**config.mk**
```make
export PLATFORM = sky130hd
export DESIGN_NAME = irq_event_group
export DESIGN_NICKNAME = d
export VERILOG_FILES = /design/src/rtl/irq_event_group_pkg.sv /design/src/rtl/irq_event_group_coalesce.sv /design/src/rtl/irq_event_group_ctrl.sv /design/src/rtl/irq_event_group_dp.sv /design/src/rtl/irq_event_group.sv
export SDC_FILE = /design/constraint.sdc
export NUM_CORES = 1
export LEC_CHECK = 0
export ABC_AREA = 1
export BUFFER_PORTS_ARGS = -buffer_cell sky130_fd_sc_hd__buf_2
export CAP_MARGIN = 20
export CORE_ASPECT_RATIO = 1.1
export CORE_MARGIN = 5
export CORE_UTILIZATION = 65
export CTS_CLUSTER_SIZE = 10
export DETAILED_ROUTE_END_ITERATION = 10
export PLACE_DENSITY_LB_ADDON = 0.1
export SETUP_SLACK_MARGIN = 0.4
export SLEW_MARGIN = 0
export SYNTH_ARGS = -nofsm -noshare
export SYNTH_HDL_FRONTEND = slang
export SYNTH_HIERARCHICAL = 1
export SYNTH_SLANG_ARGS = --single-unit
export TNS_END_PERCENT = 10
```
**constraint.sdc**
```tcl
create_clock -name clk -period 5.1 [get_ports clk]
set_clock_uncertainty 0.1 [all_clocks]
set_input_delay 1.275 -clock clk [delete_from_list [all_inputs] [get_ports clk]]
set_output_delay 1.275 -clock clk [all_outputs]
set_load 0.05 [all_outputs]
```
**src/rtl/irq_event_group_pkg.sv**
```systemverilog
package irq_event_group_pkg;

  localparam int REG_W   = 32;
  localparam int NUM_EVT = 21;
  localparam int ADDR_W  = 3;
  localparam int NUM_DIR = 2;
  localparam int NUM_GRP = 3;

  localparam int BIT_TX_BUF = 0;
  localparam int BIT_TX_FRM = 1;
  localparam int BIT_RX_BUF = 2;
  localparam int BIT_RX_FRM = 3;
  localparam int BIT_ERR_LO = 4;
  localparam int BIT_ERR_HI = NUM_EVT - 1;

  localparam logic [ADDR_W-1:0] ADR_EVENT  = 3'd0;
  localparam logic [ADDR_W-1:0] ADR_ENABLE = 3'd1;
  localparam logic [ADDR_W-1:0] ADR_TX_THR = 3'd2;
  localparam logic [ADDR_W-1:0] ADR_TX_TMO = 3'd3;
  localparam logic [ADDR_W-1:0] ADR_RX_THR = 3'd4;
  localparam logic [ADDR_W-1:0] ADR_RX_TMO = 3'd5;

  function automatic logic [REG_W-1:0] bitRange(input int lo, input int hi);
    logic [REG_W-1:0] v;
    v = '0;
    for (int i = 0; i < REG_W; i++) begin
      if (i >= lo && i <= hi) v[i] = 1'b1;
    end
    return v;
  endfunction

  localparam logic [REG_W-1:0] IMPL_MASK = bitRange(0, NUM_EVT - 1);

  // group 0 = transmit, 1 = receive, 2 = error/diagnostic
  function automatic logic [REG_W-1:0] groupSel(input int g);
    case (g)
      0:       return bitRange(BIT_TX_BUF, BIT_TX_FRM);
      1:       return bitRange(BIT_RX_BUF, BIT_RX_FRM);
      default: return bitRange(BIT_ERR_LO, BIT_ERR_HI);
    endcase
  endfunction

  typedef struct packed {
    logic                 evtClr;
    logic                 enableWr;
    logic [NUM_DIR-1:0]   dirGate;
  } ievtStrobe_t;

endpackage

```
**src/rtl/irq_event_group_coalesce.sv**
```systemverilog
module irq_event_group_coalesce #(
  parameter int THR_W = 8,
  parameter int TMO_W = 16
) (
  input  logic             clk,
  input  logic             rst,
  input  logic             framePulse,
  input  logic             pend,
  input  logic [THR_W-1:0] thresh,
  input  logic [TMO_W-1:0] timeout,
  output logic             gate
);

  logic [THR_W-1:0] frameCnt;
  logic [TMO_W-1:0] waitCnt;
  logic             held;
  logic             bypass;
  logic             hitCount;
  logic             hitTime;
  logic             release_;

  assign bypass   = (thresh <= THR_W'(1));
  assign hitCount = framePulse &&
                    (((THR_W+1)'(frameCnt) + (THR_W+1)'(1)) >= (THR_W+1)'(thresh));
  assign hitTime  = (frameCnt != '0) && (timeout != '0) &&
                    (((TMO_W+1)'(waitCnt) + (TMO_W+1)'(1)) >= (TMO_W+1)'(timeout));
  assign release_ = !bypass && (hitCount || hitTime);
  assign gate     = bypass || held;

  always_ff @(posedge clk) begin
    if (rst) begin
      frameCnt <= '0;
      waitCnt  <= '0;
      held     <= 1'b0;
    end else if (bypass) begin
      frameCnt <= '0;
      waitCnt  <= '0;
      held     <= 1'b0;
    end else if (release_) begin
      frameCnt <= '0;
      waitCnt  <= '0;
      held     <= 1'b1;
    end else begin
      if (framePulse) frameCnt <= frameCnt + THR_W'(1);
      waitCnt <= (frameCnt != '0) ? waitCnt + TMO_W'(1) : '0;
      if (!pend) held <= 1'b0;
    end
  end

  // counter and timer restart whenever the gate opens
  a_r11_release_restarts: assert property (@(posedge clk) disable iff (rst)
    $rose(held) |-> (frameCnt == '0 && waitCnt == '0));

  // a bypassed coalescer keeps no count
  a_r11_bypass_idle: assert property (@(posedge clk) disable iff (rst)
    bypass |=> (frameCnt == '0));

  // the timer only runs while frames are being counted
  a_r10_timer_idle: assert property (@(posedge clk) disable iff (rst)
    (frameCnt == '0 && !framePulse) |=> (waitCnt == '0));

endmodule

```
**src/rtl/irq_event_group_ctrl.sv**
```systemverilog
module irq_event_group_ctrl
  import irq_event_group_pkg::*;
#(
  parameter int THR_W = 8,
  parameter int TMO_W = 16
) (
  input  logic               clk,
  input  logic               rst,
  input  logic               busWe,
  input  logic [ADDR_W-1:0]  busAddr,
  input  logic [TMO_W-1:0]   cfgWdata,
  input  logic [NUM_DIR-1:0] framePulse,
  input  logic [REG_W-1:0]   evtReg,
  input  logic [REG_W-1:0]   enableReg,
  output ievtStrobe_t        strobe,
  output logic [REG_W-1:0]   busRdata
);

  logic [THR_W-1:0] thrReg [NUM_DIR];
  logic [TMO_W-1:0] tmoReg [NUM_DIR];
  logic [NUM_DIR-1:0] gateVec;

  assign strobe.evtClr   = busWe && (busAddr == ADR_EVENT);
  assign strobe.enableWr = busWe && (busAddr == ADR_ENABLE);
  assign strobe.dirGate  = gateVec;

  for (genvar d = 0; d < NUM_DIR; d++) begin : g_dir
    localparam logic [ADDR_W-1:0] THR_ADR = (d == 0) ? ADR_TX_THR : ADR_RX_THR;
    localparam logic [ADDR_W-1:0] TMO_ADR = (d == 0) ? ADR_TX_TMO : ADR_RX_TMO;

    always_ff @(posedge clk) begin
      if (rst) begin
        thrReg[d] <= '0;
        tmoReg[d] <= '0;
      end else if (busWe) begin
        if (busAddr == THR_ADR) thrReg[d] <= cfgWdata[THR_W-1:0];
        if (busAddr == TMO_ADR) tmoReg[d] <= cfgWdata;
      end
    end

    irq_event_group_coalesce #(
      .THR_W(THR_W),
      .TMO_W(TMO_W)
    ) i_coalesce (
      .clk       (clk),
      .rst       (rst),
      .framePulse(framePulse[d]),
      .pend      (|evtReg[2*d +: 2]),
      .thresh    (thrReg[d]),
      .timeout   (tmoReg[d]),
      .gate      (gateVec[d])
    );
  end

  always_comb begin
    case (busAddr)
      ADR_EVENT:  busRdata = evtReg;
      ADR_ENABLE: busRdata = enableReg;
      ADR_TX_THR: busRdata = REG_W'(thrReg[0]);
      ADR_TX_TMO: busRdata = REG_W'(tmoReg[0]);
      ADR_RX_THR: busRdata = REG_W'(thrReg[1]);
      ADR_RX_TMO: busRdata = REG_W'(tmoReg[1]);
      default:    busRdata = '0;
    endcase
  end

  // a threshold of 0 or 1 leaves the direction gate open
  a_r11_low_thr_open: assert property (@(posedge clk) disable iff (rst)
    (thrReg[0] <= THR_W'(1)) |-> gateVec[0]);

endmodule

```
**src/rtl/irq_event_group_dp.sv**
```systemverilog
module irq_event_group_dp
  import irq_event_group_pkg::*;
(
  input  logic               clk,
  input  logic               rst,
  input  ievtStrobe_t        strobe,
  input  logic [REG_W-1:0]   busWdata,
  input  logic [NUM_EVT-1:0] evtPulse,
  output logic [REG_W-1:0]   evtReg,
  output logic [REG_W-1:0]   enableReg,
  output logic               irqTx,
  output logic               irqRx,
  output logic               irqErr
);

  logic [REG_W-1:0]   pulseVec;
  logic [REG_W-1:0]   clrVec;
  logic [REG_W-1:0]   evtNext;
  logic [NUM_GRP-1:0] irqVec;
  logic [NUM_GRP-1:0] grpGate;

  assign pulseVec = REG_W'(evtPulse);
  assign clrVec   = strobe.evtClr ? busWdata : '0;
  assign evtNext  = ((evtReg & ~clrVec) | pulseVec) & IMPL_MASK;
  assign grpGate  = {1'b1, strobe.dirGate};

  always_ff @(posedge clk) begin
    if (rst) begin
      evtReg    <= '0;
      enableReg <= '0;
    end else begin
      evtReg <= evtNext;
      if (strobe.enableWr) enableReg <= busWdata & IMPL_MASK;
    end
  end

  for (genvar g = 0; g < NUM_GRP; g++) begin : g_grp
    localparam logic [REG_W-1:0] SEL = groupSel(g);
    always_ff @(posedge clk) begin
      if (rst) irqVec[g] <= 1'b0;
      else     irqVec[g] <= (|(evtReg & enableReg & SEL)) && grpGate[g];
    end
  end

  assign irqTx  = irqVec[0];
  assign irqRx  = irqVec[1];
  assign irqErr = irqVec[2];

  // every pulsed bit is set one edge later
  a_r1_pulse_sets: assert property (@(posedge clk) disable iff (rst)
    (|evtPulse) |=> ((evtReg & $past(pulseVec)) == $past(pulseVec)));

  // a written one without a competing pulse clears the bit
  a_r2_w1c_clears: assert property (@(posedge clk) disable iff (rst)
    strobe.evtClr |=> ((evtReg & $past(busWdata & ~pulseVec)) == '0));

  // a written zero keeps a set bit set
  a_r2_zero_keeps: assert property (@(posedge clk) disable iff (rst)
    strobe.evtClr |=> ((evtReg & $past(evtReg & ~busWdata)) == $past(evtReg & ~busWdata)));

  // unused positions never hold a one
  a_r4_unused_zero: assert property (@(posedge clk) disable iff (rst)
    ((evtReg & ~IMPL_MASK) == '0) && ((enableReg & ~IMPL_MASK) == '0));

  // with nothing enabled and pending, every line is low next cycle
  a_r5_mask_quiet: assert property (@(posedge clk) disable iff (rst)
    ((evtReg & enableReg) == '0) |=> (!irqTx && !irqRx && !irqErr));

  // any enabled error bit raises the error line next cycle
  a_r8_err_raise: assert property (@(posedge clk) disable iff (rst)
    (|(evtReg & enableReg & groupSel(2))) |=> irqErr);

endmodule

```
**src/rtl/irq_event_group.sv**
```systemverilog
module irq_event_group
  import irq_event_group_pkg::*;
#(
  parameter int THR_W = 8,
  parameter int TMO_W = 16
) (
  input  logic               clk,
  input  logic               rst,
  input  logic               busWe,
  input  logic [ADDR_W-1:0]  busAddr,
  input  logic [REG_W-1:0]   busWdata,
  output logic [REG_W-1:0]   busRdata,
  input  logic [NUM_EVT-1:0] evtPulse,
  output logic               irqTx,
  output logic               irqRx,
  output logic               irqErr
);

  ievtStrobe_t      strobe;
  logic [REG_W-1:0] evtReg;
  logic [REG_W-1:0] enableReg;

  irq_event_group_ctrl #(
    .THR_W(THR_W),
    .TMO_W(TMO_W)
  ) i_ctrl (
    .clk       (clk),
    .rst       (rst),
    .busWe     (busWe),
    .busAddr   (busAddr),
    .cfgWdata  (busWdata[TMO_W-1:0]),
    .framePulse({evtPulse[BIT_RX_FRM], evtPulse[BIT_TX_FRM]}),
    .evtReg    (evtReg),
    .enableReg (enableReg),
    .strobe    (strobe),
    .busRdata  (busRdata)
  );

  irq_event_group_dp i_dp (
    .clk      (clk),
    .rst      (rst),
    .strobe   (strobe),
    .busWdata (busWdata),
    .evtPulse (evtPulse),
    .evtReg   (evtReg),
    .enableReg(enableReg),
    .irqTx    (irqTx),
    .irqRx    (irqRx),
    .irqErr   (irqErr)
  );

endmodule

```
After elaboration in Yosys (flattened, before gate mapping)
Memories as Yosys holds them, arrays and structs flattened. Index checks and enable logic that the tools add are counted.

Register bits after elaboration: 95. RAM bits: 48. Output and inout port bits: 35. Word-level logic and storage cells: 106. Memories kept: 2.

Add/sub/neg operators: 8. $lt $le $gt $ge: 6. Eq/ne operators: 7. Mux-type cells: 28. Bitwise gates (word level): 10. Reduce and logical (&&, ||, !) cells: 34.

Memories: i_ctrl.tmoReg (words 2, bits a word 16, rd ports 2, clocked after memory_dff 0, write ports 2, RTL line irq_event_group_ctrl.sv:20) `logic [TMO_W-1:0] tmoReg [NUM_DIR];`; i_ctrl.thrReg (words 2, bits a word 8, rd ports 2, clocked after memory_dff 0, write ports 2, RTL line irq_event_group_ctrl.sv:19) `logic [THR_W-1:0] thrReg [NUM_DIR];`.

Operators with widths (count): case mux 21 bit (6 select lines) (1); bitwise AND 21 bit (2); adder 16 x 1 -> 17 bit, second input constant (2); >= comparator 17 x 16 -> 1 bit (2); adder 16 x 1 -> 16 bit, second input constant (2); 2-to-1 mux 16 bit (2); nonzero test 16 bit (2); 2-to-1 mux 1 bit (22); 2-to-1 mux 21 bit (1); inverter 21 bit (1); bitwise OR 21 bit (1); adder 8 x 1 -> 9 bit, second input constant (2); >= comparator 9 x 8 -> 1 bit (2); OR reduction 17 bit (1); adder 8 x 1 -> 8 bit, second input constant (2); less-or-equal comparator 8 x 1 -> 1 bit, second input constant (2); 2-to-1 mux 8 bit (2); nonzero test 8 bit (2); logical AND 1 bit (12); OR reduction 2 bit (6); OR reduction 4 bit (2); == test 3 x 2 -> 1 bit, second input constant (2); == test 3 bit, second input constant (2); OR reduction 3 bit (2); other kinds (7) (16).

Logic depth before layout (Yosys ltp)
An unclocked memory read counts as a cell.

Word-level depth: 7. Mapped depth: 21.

Hierarchy
The synthesis kept the hierarchy.

Modules (own cells, without submodules): irq_event_group_ctrl (instances 1, cells each 349, area an instance 2916.5 um^2, seq. area each 1441.4 um^2); irq_event_group_coalesce (i_ctrl.g_dir[0].i_coalesce) (instances 1, cells each 319, area an instance 2200.9 um^2, seq. area each 500.5 um^2); irq_event_group_coalesce (i_ctrl.g_dir[1].i_coalesce) (instances 1, cells each 319, area an instance 2060.7 um^2, seq. area each 500.5 um^2); irq_event_group_dp (instances 1, cells each 248, area an instance 1939.4 um^2, seq. area each 900.9 um^2).

Worst setup path after synthesis
No wires, ideal clock.

Kind: input port to output port. Start: input port busAddr[1]. End: output port busRdata[16]. Arrival: 2945 ps. Data required time: 3725 ps. Path slack: 780 ps. Cell stages on the path: 5. Cells stage by stage: buf_2 -> inv_2 -> nand3_2 -> clkbuf_1 -> o21ai_0.

Cells in the longest elaborated chain, start to end: 2. Elaborated cells on any way between the ends: 7. Classes of those cells: eq/ne (5); mux (1); reduce/logical (1).

RTL lines: from (decl) (RTL line irq_event_group.sv:10) `input logic [ADDR_W-1:0] busAddr,`; == test 3 bit, or another cell as far along (RTL line irq_event_group_ctrl.sv:56) `case (busAddr)`; case mux 21 bit (6 select lines) * (RTL line irq_event_group_ctrl.sv:56); to (decl) (RTL line irq_event_group.sv:12) `output logic [REG_W-1:0] busRdata,`.

Mark *: on every way between the ends. The rest lies on a longest branch, timed or not.

Worst setup path in the final report
Start: input port busAddr[0]. End: output port busRdata[5].

The elaborated chain is that of the path after synthesis.

==> metrics <==
netlist area before placement approximately 9000 sq um; violations in the final reports slew limit; final hold violations 0; largest incremental delay on the critical path 430 ps; crit end category output port; wire length per cell after detailed routing 14.5 microns; top flip-flop cell by instance count after synthesis sky130_fd_sc_hd__dfxtp_1; Final Wtd Congestion just under 0.9; path depth of the worst reg2reg path 18; router iterations before antenna repair 7; FP Rows 45; worst-margin pin slew ~1500 ps; count of filler cells inserted in the layout around 1100; kind of start point of the critical path primary input; Critical R2R Capture i_ctrl/g_dir[0].i_coalesce/waitCnt[8]; Seq pwr share 0.427; flip-flop and latch area roughly 3300 sq um; Slowest cell on crit path sky130_fd_sc_hd__buf_2; number of distinct standard cells referenced by the synthesized netlist 47; largest net degree at the start of global routing 46; total length of routed wires 21700 microns; CTS clk-pin slew, worst paths 60 ps; Multi-input gate area 4590 sq um; clock tree from TritonCTS done; Via Count between 8000 and 9000; portion of the post-synthesis area used by sequential elements 0.367; number of ports placed on the die boundary between 90 and 100; Net count, final between 1000 and 1500; CTS Root Buffer Type sky130_fd_sc_hd__clkbuf_16; Worst Path Arrival about 2900 ps; mean post-synth cell area around 7.4 sq um; antenna diode count 0; maximum clock frequency about 0.24 GHz; number of synthesis warnings 6; sw power between 800 and 900 uW; endpoint required time on the critical path 3720 ps; Async S/R FF share, synth 0; worst-path maximum fanout 30; Final Critical Period approximately 4200 ps; number of enable flip-flop cells after synthesis 48; last element of the critical path busRdata[5]; count of clock tree sinks 143; violation count after the first detailed-routing iteration 704; CTS buffer count 17; status finished with violations; RSZ-0062 raised after global routing false; area growth from synthesis to final layout 10.4%; final period utilization 0.830; Hold Path Class register to register; Routed Antenna Nets 0; I/O Buffers 71; internal power summed over all cells between 2000 and 2500 uW; share of post-route cells with drive strength above 1 0.139; final global-route overflow total 0; largest vdd supply drop roughly 220 uV; via-per-instance ratio about 5.4; number of post-CTS setup repair buffers 0; source-to-sink clock delay at the later pin of the worst-skew pair around 420 ps; aggregate negative setup slack 0 ps; number of hold buffers added after CTS 0; Placeable Area 13800 sq um; relative contribution of combinational cells to total power 0.154; worst flop-to-flop path startpoint i_ctrl/g_dir[0].i_coalesce/waitCnt[0]; die height 134 microns; initial antenna violation count 0; Bufs on Longest Clock Path 2; count of cells resized by post-cts repair 0; Worst slew margin -0.00627; cell count after synthesis about 1200; worst setup slack for register-to-register paths about 1300 ps; max-slew violation count 5; via count of the first global-routing pass 7644; initial core utilization 0.661; setup violators final 0; Setup CP Type primary input to output port; Power per Cell Area roughly 300 nW/um^2; CTS H-tree lvls 4; switching portion of total power 0.288; HPWL after detailed placement approximately 16000 microns; post-synthesis sequential element count 143; area of the die about 16000 sq um; critical path launch point busAddr[0]; drt drc 0; first-pass GRT wire length 36300 microns; GRT Resource Usage Total 0.275; final non-filler cell area between 10000 and 15000 sq um; Max-Cap Viols 0; clock group share of total power 0.419; Leak between 0.004 and 0.005 uW; launch instance of the worst min-delay path i_ctrl/g_dir[1].i_coalesce/waitCnt[0]; die outline width approximately 120 microns; total placed instance area roughly 9500 sq um; Layout Utilization 0.730; Cell Chain, Critical Path buf_2, buf_4, nand4_1, nand2_1, nor2_1, nand2_1, buf_2
-- cells in the final DEF (no fill, tap or decap), types with 8 or more instances in the layout --
cell type,n
sky130_fd_sc_hd__nand2_1,219
sky130_fd_sc_hd__inv_1,214
sky130_fd_sc_hd__nor2_1,173
sky130_fd_sc_hd__dfxtp_1,95
sky130_fd_sc_hd__nand4_1,76
sky130_fd_sc_hd__buf_2,71
sky130_fd_sc_hd__nand3_1,65
sky130_fd_sc_hd__ha_1,54
sky130_fd_sc_hd__a21oi_1,51
sky130_fd_sc_hd__edfxtp_1,48
sky130_fd_sc_hd__o21ai_0,46
sky130_fd_sc_hd__xor2_1,27
sky130_fd_sc_hd__conb_1,22
sky130_fd_sc_hd__clkbuf_16,20
sky130_fd_sc_hd__buf_4,12
sky130_fd_sc_hd__nor2_4,11
sky130_fd_sc_hd__nor2_2,10
sky130_fd_sc_hd__a211oi_2,10
sky130_fd_sc_hd__nor3_1,8
-- worst max-delay path: cells and delay by family --
| kind | cells | cell delay (ps) |
|---|---|---|
| buffers and inverters | 3 | 1110 |
| and+or+nand+nor | 4 | 430 |
-- power groups by stage --
stage | combinational, uW | clock [uW] | sequential [uW]
after global routing | 513 | 1340 | 1290
after detailed placement | 456 | 0 | 1310
after global placement | 448 | 0 | 1310
after floorplan | 363 | 0 | 1300
final | 464 | 1260 | 1290
after CTS | 460 | 1280 | 1290
-- synthesized netlist by cell type (11+ instances only) --
cell / instances / area (sq um)
sky130_fd_sc_hd__nand2_1: 219 / 822
sky130_fd_sc_hd__inv_1: 214 / 803
sky130_fd_sc_hd__nor2_1: 175 / 657
sky130_fd_sc_hd__dfxtp_1: 95 / 1900
sky130_fd_sc_hd__nand4_1: 76 / 475
sky130_fd_sc_hd__nand3_1: 65 / 325
sky130_fd_sc_hd__ha_1: 54 / 676
sky130_fd_sc_hd__a21oi_1: 51 / 255
sky130_fd_sc_hd__edfxtp_1: 48 / 1440
sky130_fd_sc_hd__o21ai_0: 47 / 235
sky130_fd_sc_hd__buf_4: 28 / 210
sky130_fd_sc_hd__xor2_1: 27 / 236
sky130_fd_sc_hd__buf_2: 22 / 110
sky130_fd_sc_hd__nor2_4: 11 / 124
-- state kept, by name, indices dropped and copies added, names as in the netlist --
| name | cells |
|---|---|
| i_ctrl/thrReg | 16 |
| i_dp/evtReg | 21 |
| i_dp/irqRx | 1 |
| i_ctrl/tmoReg | 32 |
| i_dp/irqTx | 1 |
| i_ctrl/g_dir.i_coalesce/held | 2 |
| i_ctrl/g_dir.i_coalesce/frameCnt | 16 |
| i_dp/irqErr | 1 |
| i_dp/enableReg | 21 |
| i_ctrl/g_dir.i_coalesce/waitCnt | 32 |
-- kinds of logic after synthesis --
kind of cell | after synthesis | synth area share
multiplexers | 1 | 0.00110
other | 1 | 0.000411
adder cells (fa/ha/maj) | 54 | 0.0741
XOR/XNOR | 30 | 0.0288
flip-flops | 143 | 0.367
AND/OR/NAND/NOR | 598 | 0.310
buffers and inverters | 286 | 0.139
AO/OA/AOI/OAI | 122 | 0.0797
-- cell type report --
class | instances | share of cell area
clock buffers | 21 | 0.0511
clock inverters | 11 | 0.00982
inverters | 221 | 0.0827
multi-input cells | 827 | 0.457
flip-flops and latches | 143 | 0.332
well taps | 188 | 0.0234
repair buffers | 83 | 0.0443
-- routing by layer --
| metal | track usage | routed length (microns) | up-vias |
|---|---|---|---|
| met5 | 0 | 0 | - |
| met4 | 0.0996 | 472 | 0 |
| met3 | 0.0536 | 1560 | 45 |
| met2 | 0.437 | 10100 | 317 |
| met1 | 0.373 | 9550 | 3621 |
| li1 | - | - | 4062 |
-- through the flow --
stage / setup slack (ps) / hold WS (ps) / instances / power (uW)
after global placement: 937 / 347 / 1462 / 1760
after floorplan: 780 / 329 / 1256 / 1660
after detailed placement: 948 / 362 / 1462 / 1770
after CTS: 948 / 379 / 1494 / 3030
final: 868 / 378 / 1494 / 3020
after global routing: 796 / 391 / 1494 / 3150
-- worst min-delay path by stage --
stage | end | slack (ps) | depth (start not counted)
after floorplan | i_ctrl/g_dir[1].i_coalesce/waitCnt[0] | 330 | 1
after global placement | i_ctrl/g_dir[1].i_coalesce/waitCnt[0] | 350 | 1
after detailed placement | i_ctrl/g_dir[0].i_coalesce/waitCnt[0] | 360 | 1
after CTS | i_ctrl/g_dir[1].i_coalesce/waitCnt[0] | 380 | 1
after global routing | i_ctrl/g_dir[1].i_coalesce/waitCnt[0] | 390 | 1
final | i_ctrl/g_dir[1].i_coalesce/waitCnt[0] | 380 | 1
No activity file was read; power rests on OpenSTA's default activity.
